## src/rtl/byte_alu_pkg.sv

```systemverilog
package byte_alu_pkg;

  localparam int OP_W = 4;

  typedef enum logic [OP_W-1:0] {
    OP_NOP    = 4'd0,
    OP_LDA    = 4'd1,
    OP_LDB    = 4'd2,
    OP_CLRC   = 4'd3,
    OP_SETC   = 4'd4,
    OP_ADD    = 4'd5,
    OP_ADDC   = 4'd6,
    OP_SUBB   = 4'd7,
    OP_DECADJ = 4'd8,
    OP_MUL    = 4'd9,
    OP_DIV    = 4'd10,
    OP_ROL    = 4'd11,
    OP_ROLC   = 4'd12,
    OP_ROR    = 4'd13,
    OP_RORC   = 4'd14,
    OP_SWAP   = 4'd15
  } aluOp_e;

  // strobes from control to datapath
  typedef struct packed {
    logic doAddSub;
    logic subMode;
    logic useCarry;
    logic doDecAdj;
    logic doMul;
    logic doDiv;
    logic doRot;
    logic rotRight;
    logic rotThru;
    logic doSwap;
    logic loadA;
    logic loadB;
    logic doCarryWr;
    logic carryVal;
  } aluStrobe_t;

endpackage

```

## src/rtl/alu_ctrl.sv

```systemverilog
module alu_ctrl
  import byte_alu_pkg::*;
(
  input  logic       clk,
  input  logic       rst_n,
  input  logic       opValid,
  input  aluOp_e     opCode,
  output aluStrobe_t strb
);

  always_comb begin
    strb = '0;
    if (opValid) begin
      unique case (opCode)
        OP_NOP:    ;
        OP_LDA:    strb.loadA = 1'b1;
        OP_LDB:    strb.loadB = 1'b1;
        OP_CLRC:   begin strb.doCarryWr = 1'b1; strb.carryVal = 1'b0; end
        OP_SETC:   begin strb.doCarryWr = 1'b1; strb.carryVal = 1'b1; end
        OP_ADD:    strb.doAddSub = 1'b1;
        OP_ADDC:   begin strb.doAddSub = 1'b1; strb.useCarry = 1'b1; end
        OP_SUBB:   begin strb.doAddSub = 1'b1; strb.useCarry = 1'b1; strb.subMode = 1'b1; end
        OP_DECADJ: strb.doDecAdj = 1'b1;
        OP_MUL:    strb.doMul = 1'b1;
        OP_DIV:    strb.doDiv = 1'b1;
        OP_ROL:    strb.doRot = 1'b1;
        OP_ROLC:   begin strb.doRot = 1'b1; strb.rotThru = 1'b1; end
        OP_ROR:    begin strb.doRot = 1'b1; strb.rotRight = 1'b1; end
        OP_RORC:   begin strb.doRot = 1'b1; strb.rotRight = 1'b1; strb.rotThru = 1'b1; end
        OP_SWAP:   strb.doSwap = 1'b1;
        default:   strb = '0;
      endcase
    end
  end

  // at most one unit claims the registers in a cycle
  assert_single_unit_R12: assert property (@(posedge clk) disable iff (!rst_n)
    $onehot0({strb.doAddSub, strb.doDecAdj, strb.doMul, strb.doDiv, strb.doRot,
              strb.doSwap, strb.loadA, strb.loadB, strb.doCarryWr}));

endmodule

```

## src/rtl/alu_addsub.sv

```systemverilog
module alu_addsub #(
  parameter int DATA_W = 8
) (
  input  logic [DATA_W-1:0] aIn,
  input  logic [DATA_W-1:0] bIn,
  input  logic              cIn,
  input  logic              subMode,
  output logic [DATA_W-1:0] resOut,
  output logic              carryOut,
  output logic              auxOut,
  output logic              ovfOut
);

  localparam int NIB_W = DATA_W / 2;

  logic [DATA_W:0] wideA, wideB, wideC, wideRes;
  logic [NIB_W:0]  nibA, nibB, nibC, nibRes;

  always_comb begin
    wideA = {1'b0, aIn};
    wideB = {1'b0, bIn};
    wideC = {{DATA_W{1'b0}}, cIn};
    nibA  = {1'b0, aIn[NIB_W-1:0]};
    nibB  = {1'b0, bIn[NIB_W-1:0]};
    nibC  = {{NIB_W{1'b0}}, cIn};
    if (subMode) begin
      wideRes = wideA - wideB - wideC;
      nibRes  = nibA - nibB - nibC;
      ovfOut  = (aIn[DATA_W-1] != bIn[DATA_W-1]) && (wideRes[DATA_W-1] != aIn[DATA_W-1]);
    end else begin
      wideRes = wideA + wideB + wideC;
      nibRes  = nibA + nibB + nibC;
      ovfOut  = (aIn[DATA_W-1] == bIn[DATA_W-1]) && (wideRes[DATA_W-1] != aIn[DATA_W-1]);
    end
    resOut   = wideRes[DATA_W-1:0];
    carryOut = wideRes[DATA_W];
    auxOut   = nibRes[NIB_W];
  end

endmodule

```

## src/rtl/alu_datapath.sv

```systemverilog
module alu_datapath
  import byte_alu_pkg::*;
#(
  parameter int DATA_W = 8
) (
  input  logic              clk,
  input  logic              rst_n,
  input  aluStrobe_t        strb,
  input  logic [DATA_W-1:0] srcByte,
  output logic [DATA_W-1:0] accOut,
  output logic [DATA_W-1:0] bOut,
  output logic [3:0]        statusOut
);

  localparam int NIB_W  = DATA_W / 2;
  localparam int PROD_W = 2 * DATA_W;
  localparam logic [DATA_W:0] ADJ_LO = (DATA_W+1)'(6);
  localparam logic [DATA_W:0] ADJ_HI = ADJ_LO << NIB_W;
  localparam logic [NIB_W-1:0] BCD_MAX = NIB_W'(9);

  logic [DATA_W-1:0] accReg, bReg, accNext, bNext;
  logic cyReg, acReg, ovReg, parReg;
  logic cyNext, acNext, ovNext;

  // add / subtract unit
  logic [DATA_W-1:0] asRes;
  logic asCarry, asAux, asOvf, asCin;
  assign asCin = strb.useCarry & cyReg;

  alu_addsub #(.DATA_W(DATA_W)) uAddSub (
    .aIn     (accReg),
    .bIn     (srcByte),
    .cIn     (asCin),
    .subMode (strb.subMode),
    .resOut  (asRes),
    .carryOut(asCarry),
    .auxOut  (asAux),
    .ovfOut  (asOvf)
  );

  // decimal adjust: two chained correction adds
  logic lowFix, highFix, daCarry;
  logic [DATA_W:0] daStage1, daStage2;
  always_comb begin
    lowFix   = (accReg[NIB_W-1:0] > BCD_MAX) || acReg;
    daStage1 = {1'b0, accReg} + (lowFix ? ADJ_LO : '0);
    highFix  = (daStage1[DATA_W-1:NIB_W] > BCD_MAX) || cyReg || daStage1[DATA_W];
    daStage2 = daStage1 + (highFix ? ADJ_HI : '0);
    daCarry  = cyReg | daStage1[DATA_W] | daStage2[DATA_W];
  end

  // multiply and divide
  logic [PROD_W-1:0] prod;
  logic [DATA_W-1:0] divisor, quot, remd;
  logic divByZero;
  always_comb begin
    prod      = PROD_W'(accReg) * PROD_W'(bReg);
    divByZero = (bReg == '0);
    divisor   = divByZero ? DATA_W'(1) : bReg;
    quot      = accReg / divisor;
    remd      = accReg % divisor;
  end

  // next-state select
  always_comb begin
    accNext = accReg;
    bNext   = bReg;
    cyNext  = cyReg;
    acNext  = acReg;
    ovNext  = ovReg;
    if (strb.doAddSub) begin
      accNext = asRes;
      cyNext  = asCarry;
      acNext  = asAux;
      ovNext  = asOvf;
    end else if (strb.doDecAdj) begin
      accNext = daStage2[DATA_W-1:0];
      cyNext  = daCarry;
    end else if (strb.doMul) begin
      accNext = prod[DATA_W-1:0];
      bNext   = prod[PROD_W-1:DATA_W];
      cyNext  = 1'b0;
      ovNext  = |prod[PROD_W-1:DATA_W];
    end else if (strb.doDiv) begin
      cyNext = 1'b0;
      if (divByZero) begin
        ovNext = 1'b1;
      end else begin
        accNext = quot;
        bNext   = remd;
        ovNext  = 1'b0;
      end
    end else if (strb.doRot) begin
      unique case ({strb.rotRight, strb.rotThru})
        2'b00: accNext = {accReg[DATA_W-2:0], accReg[DATA_W-1]};
        2'b01: begin
          accNext = {accReg[DATA_W-2:0], cyReg};
          cyNext  = accReg[DATA_W-1];
        end
        2'b10: accNext = {accReg[0], accReg[DATA_W-1:1]};
        default: begin
          accNext = {cyReg, accReg[DATA_W-1:1]};
          cyNext  = accReg[0];
        end
      endcase
    end else if (strb.doSwap) begin
      accNext = {accReg[NIB_W-1:0], accReg[DATA_W-1:NIB_W]};
    end else if (strb.loadA) begin
      accNext = srcByte;
    end else if (strb.loadB) begin
      bNext = srcByte;
    end else if (strb.doCarryWr) begin
      cyNext = strb.carryVal;
    end
  end

  always_ff @(posedge clk) begin
    if (!rst_n) begin
      accReg <= '0;
      bReg   <= '0;
      cyReg  <= 1'b0;
      acReg  <= 1'b0;
      ovReg  <= 1'b0;
      parReg <= 1'b0;
    end else begin
      accReg <= accNext;
      bReg   <= bNext;
      cyReg  <= cyNext;
      acReg  <= acNext;
      ovReg  <= ovNext;
      parReg <= ^accNext;
    end
  end

  assign accOut    = accReg;
  assign bOut      = bReg;
  assign statusOut = {cyReg, acReg, ovReg, parReg};

  assert_parity_even_R6: assert property (@(posedge clk) disable iff (!rst_n)
    (^{accReg, parReg}) == 1'b0);

  assert_mul_flags_R8: assert property (@(posedge clk) disable iff (!rst_n)
    strb.doMul |=> (!cyReg && (ovReg == (bReg != '0))));

  assert_div_flags_R9: assert property (@(posedge clk) disable iff (!rst_n)
    (strb.doDiv && bReg != '0) |=> (!cyReg && !ovReg));

  assert_div_zero_R10: assert property (@(posedge clk) disable iff (!rst_n)
    (strb.doDiv && bReg == '0) |=> (ovReg && !cyReg && $stable(accReg) && $stable(bReg)));

  assert_rot_carry_kept_R11: assert property (@(posedge clk) disable iff (!rst_n)
    (strb.doRot && !strb.rotThru) |=> $stable(cyReg));

endmodule

```

## src/rtl/byte_alu_flags.sv

```systemverilog
module byte_alu_flags
  import byte_alu_pkg::*;
#(
  parameter int DATA_W = 8
) (
  input  logic              clk,
  input  logic              rst_n,
  input  logic              opValid,
  input  logic [OP_W-1:0]   opCode,
  input  logic [DATA_W-1:0] srcByte,
  output logic [DATA_W-1:0] accOut,
  output logic [DATA_W-1:0] bOut,
  output logic [3:0]        statusOut
);

  aluStrobe_t strb;

  alu_ctrl uCtrl (
    .clk    (clk),
    .rst_n  (rst_n),
    .opValid(opValid),
    .opCode (aluOp_e'(opCode)),
    .strb   (strb)
  );

  alu_datapath #(.DATA_W(DATA_W)) uPath (
    .clk      (clk),
    .rst_n    (rst_n),
    .strb     (strb),
    .srcByte  (srcByte),
    .accOut   (accOut),
    .bOut     (bOut),
    .statusOut(statusOut)
  );

endmodule

```

## config.mk

```make
export PLATFORM = sky130hd
export DESIGN_NAME = byte_alu_flags
export DESIGN_NICKNAME = d
export VERILOG_FILES = /design/src/rtl/byte_alu_pkg.sv /design/src/rtl/alu_ctrl.sv /design/src/rtl/alu_addsub.sv /design/src/rtl/alu_datapath.sv /design/src/rtl/byte_alu_flags.sv
export SDC_FILE = /design/constraint.sdc
export NUM_CORES = 1
export LEC_CHECK = 0
export BUFFER_PORTS_ARGS = -buffer_cell sky130_fd_sc_hd__buf_2
export CORE_MARGIN = 1.5
export CORE_UTILIZATION = 45
export DETAILED_ROUTE_END_ITERATION = 10
export RECOVER_POWER = 25
export SYNTH_ARGS = -nofsm -noshare
export SYNTH_HDL_FRONTEND = slang
export SYNTH_SLANG_ARGS = --single-unit
```

## constraint.sdc

```tcl
create_clock -name clk -period 11.7 [get_ports clk]
set_clock_uncertainty 0.05 [all_clocks]
set_input_delay 2.34 -clock clk [delete_from_list [all_inputs] [get_ports clk]]
set_output_delay 2.34 -clock clk [all_outputs]
set_load 0.02 [all_outputs]
```

# --- Word-level counts from Yosys, hierarchy flattened ---
# Index checks and enable logic that the tools add are counted.
word_totals:
  reg_bits: 20
  output_inout_bits: 20
  word_cells: 128
classes:
  addsub: 10
  n_mul: 1
  div_mod_pow: 2
  n_lt_le_gt_ge: 2
  eq_ne: 30
  n_mux: 51
  bitwise_logic: 5
  n_reduce_logical: 21
ops:
  columns: ["operator", "n"]
  rows:
  - ["2-to-1 mux 8 bit", 16]
  - ["== test 4 bit, second input constant", 8]
  - ["2-to-1 mux 1 bit", 27]
  - ["one-hot mux 8 bit (3 select lines)", 1]
  - ["inequality test 6 x 1 -> 1 bit, second input constant", 3]
  - ["== test 4 x 3 -> 1 bit, second input constant", 4]
  - ["multiplier 8 x 8 -> 16 bit", 1]
  - ["2-to-1 mux 14 bit", 1]
  - ["adder 8 x 8 -> 9 bit", 1]
  - ["adder 8 x 9 -> 9 bit", 1]
  - ["adder 9 x 1 -> 9 bit", 1]
  - ["adder 9 bit", 1]
  - ["2-to-1 mux 9 bit", 1]
  - ["inequality test 3 x 1 -> 1 bit, second input constant", 3]
  - ["subtractor 8 x 8 -> 9 bit", 1]
  - ["subtractor 9 x 1 -> 9 bit", 1]
  - ["divider 8 x 8 -> 8 bit", 1]
  - ["== test 4 x 2 -> 1 bit, second input constant", 2]
  - ["> comparator 4 bit, second input constant", 2]
  - ["zero test 8 bit", 1]
  - ["modulo 8 x 8 -> 8 bit", 1]
  - ["OR reduction 2 bit", 4]
  - ["OR reduction 8 bit", 1]
  - ["XOR reduction 8 bit", 1]
  - ["other kinds (30)", 38]

# --- Depth between registers and ports, before layout ---
depth:
  word_depth: 13
  ltp_mapped: 53
  ltp_nobuf: 51

# --- Hierarchy ---
# From an unflattened synthesis, not the netlist that was laid out.
unflattened:
  cells_unflattened: 914
  hier_area_um2: 6922.9
modules_own_cells:
  columns: ["mod", "instances", "cells_per_inst", "area_each_um2", "seq_area_each_um2"]
  rows:
  - ["alu_datapath", 1, 763, 5820.6, 400.4]
  - ["alu_addsub", 1, 121, 933.4, 0.0]
  - ["alu_ctrl", 1, 30, 168.9, 0.0]

# --- Worst setup path before layout ---
# Ideal clock, no wire load.
synth_path:
  path_type: "register to register"
  start: "reg uPath.bReg[6], in the netlist uPath.bOut[6]"
  end: "reg uPath.parReg"
  arrival_time_ps: 11693
  t_required_ps: 11571
  slack_ps: -122
  stages_incl_launch_ff: 49
  path_buffers: 2
  period_less_slack_ps: 11822
  path_cell_list: "dfxtp_1 buf_2 or4_1 nor3_2 a21oi_1 ha_1 or4b_2 o211ai_1 a21oi_1 ha_1 o21a_1 o211ai_1 mux2_2 inv_1 ha_1 o21ai_0 a211oi_1 o21ai_1 (+13 left out) a21o_1 a221oi_1 o21bai_1 o2111ai_1 o21a_1 clkbuf_1 mux2_2 ha_1 and4_1 a211oi_1 o21a_1 o21ai_1 o221a_2 o21ai_0 or2_2 inv_1 nand2_1 o211ai_1"
synth_via:
  elab_chain_cells: 9
  elab_cells_between_ends: 10
synth_rtl:
  columns: ["item", "line_no", "source"]
  rows:
  - ["start, declared", "alu_datapath.sv:21", "logic [DATA_W-1:0] accReg, bReg, accNext, bNext;"]
  - ["start signal, assigned", "alu_datapath.sv:127", "bReg <= bNext;"]
  - ["zero test 8 bit", "alu_datapath.sv:58", "divByZero = (bReg == '0);"]
  - ["2-to-1 mux 8 bit", "alu_datapath.sv:59", "divisor = divByZero ? DATA_W'(1) : bReg;"]
  - ["divider 8 x 8 -> 8 bit", "alu_datapath.sv:60", "quot = accReg / divisor;"]
  - ["2-to-1 mux 8 bit", "alu_datapath.sv:86", "if (divByZero) begin"]
  - ["2-to-1 mux 8 bit", "alu_datapath.sv:84", "end else if (strb.doDiv) begin"]
  - ["2-to-1 mux 8 bit (*)", "alu_datapath.sv:79", "end else if (strb.doMul) begin"]
  - ["2-to-1 mux 8 bit (*)", "alu_datapath.sv:76", "end else if (strb.doDecAdj) begin"]
  - ["2-to-1 mux 8 bit (*)", "alu_datapath.sv:71", "if (strb.doAddSub) begin"]
  - ["XOR reduction 8 bit (*)", "alu_datapath.sv:131", "parReg <= ^accNext;"]
  - ["end signal, assigned", "alu_datapath.sv:131", null]
  - ["end, declared", "alu_datapath.sv:22", "logic cyReg, acReg, ovReg, parReg;"]
# Mark *: on every way between the ends. The rest lies on a longest branch, timed or not.
# A chain may end at the register's enable or synchronous reset.

# --- Worst setup path in the final report ---
layout_path:
  start: "reg uPath.bReg[7], in the netlist uPath.bOut[7]"
  end: "reg uPath.parReg"
# The elaborated chain is that of the path after synthesis.

==> summary.md <==
| Metric | Value |
|---|---|
| Startpoint type of the worst setup path | `flop` |
| Hold worst-path end | `uPath.acReg$_SDFFE_PN0P_` |
| Post-Syn Area per Cell | `approximately 7.6 µm²` |
| Final setup vio count | `0` |
| Nets | `between 1000 and 1500` |
| Final hold violation count | `0` |
| Final Util | `52.5%` |
| Cell class contributing the biggest share of worst-path delay | `compound AO/OA/AOI/OAI gates` |
| Diode insertion count for antenna repair | `0` |
| Part of the cycle the worst path needs | `~96%` |
| Count of input and output buffers | `34` |
| Count of synthesis-stage warnings from yosys | `0` |
| Boundary pin count | `35` |
| Launch point of the worst hold path | `uPath.acReg$_SDFFE_PN0P_` |
| Clock buffers created by TritonCTS | `3` |
| Share of flip-flops with an asynchronous set or reset | `0%` |
| Total number of vias | `around 6700` |
| First-pass GRT wire length | `approximately 35 mm` |
| Slew at the pin closest to its max-slew limit | `roughly 1.2 ns` |
| Area delta synth->final | `13.5%` |
| Post-synthesis sequential area ratio | `~6.0%` |
| Top cells by area, synth | `sky130_fd_sc_hd__ha_1 (18%), sky130_fd_sc_hd__fa_1 (13%), sky130_fd_sc_hd__dfxtp_1 (6.0%), sky130_fd_sc_hd__nor2_1 (5.5%), sky130_fd_sc_hd__xnor2_1 (5.2%)` |
| HP Class | `flop to flop` |
| H-tree depth reported by CTS | `1` |
| EDFF count, synth | `0` |
| Overall Global Routing Usage | `around 28%` |
| Reg2Reg Setup Slack | `a little under 0.5 ns` |
| Number of clock sinks | `20` |
| Biggest area consumer among synthesized cells | `sky130_fd_sc_hd__ha_1` |
| Category of the most critical setup path | `flop to flop` |
| Complex-gate fraction of the synthesized area | `roughly a quarter` |
| Multiplexer area fraction after synthesis | `4.73%` |
| Number of stages on the worst hold path | `2` |
| TritonCTS clock tree | `yes` |
| Most instantiated library cell after synthesis | `sky130_fd_sc_hd__nor2_1` |
| Maxcap violations | `0` |
| Antenna violations before repair | `0` |
| Fraction of layout instances using a drive strength above 1 | `15.4%` |
| Global route overflow | `0` |
| Sort of element at the end of the critical path | `flop` |
| Slew Viols, Final | `0` |
| Routed Antenna Nets | `0` |
| Pin count of the biggest net entering global routing | `32` |
| Number of vias per cell after detailed routing | `6.08` |
| CTS root buf | `sky130_fd_sc_hd__clkbuf_16` |
| Count of unique library cells instantiated by Yosys | `between 70 and 80` |
| Number of DRC violations after detailed-routing iteration 0 | `between 500 and 600` |
| Net count of the mapped netlist | `approximately 1000` |
| Worst stage delay on the critical path | `between 0.6 and 0.7 ns` |
| Placeable Area | `between 10000 and 15000 µm²` |
| Largest family of logic cells by synthesized area | `adder cells` |
| Number of instances in the synthesized netlist | `~890` |
| Share of synthesized cell area in and, or, nand and nor gates | `~20%` |
| Clock latency on the worst-skew pair | `about 0.26 ns` |
| Clock-pin slew on the worst setup and hold paths | `about 0.070 ns` |
| Critical-path top delay cell | `sky130_fd_sc_hd__or4b_2` |
| Fin crit period | `around 11 ns` |
| Initial Utilization | `46.2%` |
| Maximum frequency from static timing analysis | `89.2 MHz` |
| Num rows | `44` |
| Beginning of the worst register-to-register path | `uPath.bOut[7]$_SDFFE_PN0P_` |
| Buf/Inv on CP | `5` |
| Critical path peak fanout | `6` |
| Worst-case reg-to-reg path depth | `49` |
| Arithmetic-cell share of the synthesized area counting full adders, half adders and majority gates | `between 30% and 40%` |
| Final HPWL from detailed placement | `between 15 and 20 mm` |
| Outcome | `finished clean` |
| Maximum buffer depth of the clock tree | `2` |
| Post-Synthesis Cell Area | `6720 µm²` |
| R2r endpoint | `uPath.parReg$_SDFF_PN0_` |
| Placer Congestion | `about 0.9` |
| Total Routed Length | `23.1 mm` |
| Fraction of post-synthesis cell area in the top cell type by area | `between 15 and 20%` |
| Post-synth top cells | `sky130_fd_sc_hd__nor2_1 (98), sky130_fd_sc_hd__ha_1 (95), sky130_fd_sc_hd__inv_1 (89)` |
| Die Y-Extent | `125 µm` |
| Number of flip-flops and latches in the synthesized netlist | `20` |
| Sequential cell area | `approximately 400 µm²` |
| Post-detailed-route DRC marker count | `0` |
| Data arrival time of the worst path | `approximately 11 ns` |
| Synthesized-area fraction occupied by xor and xnor cells | `~7.3%` |
| Number of optimization iterations in the first detailed-route pass | `6` |
| Multi-input logic area | `roughly 6000 µm²` |
| Vias in the first global route | `around 6300` |
| Die outline area | `approximately 16000 µm²` |
| Die width | `between 100 and 150 µm` |
| WL/cell | `around 21 µm` |
| Filler Cells Inserted | `around 1500` |
| Data required, critical path | `~12 ns` |
| Normalized max-slew margin | `a little over a fifth` |
| Most frequent cell on the critical path | `sky130_fd_sc_hd__ha_1` |
| Primary FF master, synth | `sky130_fd_sc_hd__dfxtp_1` |
## worst max-delay path by stage
stage	cells after the start	slack, ns	start	endpoint
CTS	47	0.09	uPath.bOut[7]$_SDFFE_PN0P_	uPath.parReg$_SDFF_PN0_
floorplan	48	0.09	uPath.bOut[6]$_SDFFE_PN0P_	uPath.parReg$_SDFF_PN0_
finish	49	0.48	uPath.bOut[7]$_SDFFE_PN0P_	uPath.parReg$_SDFF_PN0_
global route	51	-0.12	uPath.bOut[7]$_SDFFE_PN0P_	uPath.parReg$_SDFF_PN0_
global placement	45	0.24	uPath.bOut[7]$_SDFFE_PN0P_	uPath.parReg$_SDFF_PN0_
detailed placement	48	-0.04	uPath.bOut[7]$_SDFFE_PN0P_	uPath.parReg$_SDFF_PN0_
## registers in the layout, summed over array words and instances (netlist names)
register,flops
uPath.ovReg,1
uPath.bOut,8
uPath.acReg,1
uPath.parReg,1
uPath.accOut,8
uPath.cyReg,1
## layout by cell type, fill, tap and decap left out, types with 20 or more instances in the layout
| cell | synthesis | routed |
|---|---|---|
| sky130_fd_sc_hd__ha_1 | 95 | 86 |
| sky130_fd_sc_hd__o21ai_0 | 41 | 34 |
| sky130_fd_sc_hd__buf_4 | 4 | 45 |
| sky130_fd_sc_hd__inv_1 | 89 | 88 |
| sky130_fd_sc_hd__nand2_1 | 66 | 66 |
| sky130_fd_sc_hd__nor2_1 | 98 | 96 |
| sky130_fd_sc_hd__buf_2 | 4 | 26 |
| sky130_fd_sc_hd__a21oi_1 | 57 | 56 |
| sky130_fd_sc_hd__dfxtp_1 | 20 | 20 |
| sky130_fd_sc_hd__fa_1 | 43 | 42 |
| sky130_fd_sc_hd__xnor2_1 | 40 | 39 |
## per-stage QoR
step	TNS [ns]	std cells	setup slack [ns]	hold slack, ns	cell area [µm²]
after floorplan	0	886	0.0884	0.390	6720
after global placement	0	1084	0.236	0.419	7130
after detailed placement	-0.0361	1084	-0.0361	0.429	7130
after CTS	0	1088	0.0868	0.438	7250
after global routing	-0.274	1107	-0.121	0.464	7620
final	0	1107	0.483	0.442	7620
## final cells by class
cell class / count / area share [%]
tap: 184 / 3.02
timing repair buffer: 82 / 6.78
sequential: 20 / 5.25
clock inverter: 1 / 0.394
inverter: 93 / 4.58
clock buffer: 3 / 0.985
multi-input combinational: 724 / 79.0
## worst register-to-register path: cells and delay by family, from the launching register on
kind	cells	cell delay (ns)
compound gates	23	4.08
simple gates	9	2.59
fa+ha+maj	7	1.94
mux	5	1.61
buf+inv	5	0.54
flops	1	0.33
## cells by family after synthesis
group / count (synthesis)
and+or+nand+nor: 271
xor gates and xnor gates: 53
DFF: 20
muxes: 30
buffers and inverters: 142
adders and majority gates: 138
AOI/OAI and AO/OA: 232
## layer usage
metal  wire [µm]  vias up  global-route usage, %  part of all wire [%]
met5           0        -                      0                     0
met4         707        0                   8.76                   3.1
met3        2040       48                   5.56                   8.8
met2        9990      293                   43.7                    43
met1       10400     3184                   40.4                    45
li1            -     3206                      -                     -
## what timing repair did
action                                  in CTS  in global routing
hold endpoints to repair                     0                  0
resized for setup                            2                 51
buffers inserted                             0                 19
endpoints found under the setup margin       1                 10
pin swaps                                    0                 22
hold buffers                                 0                  0
Power is left out: the tool's default activity adds up to more than one toggle a clock period on the data nets, which glitch-free logic cannot reach.
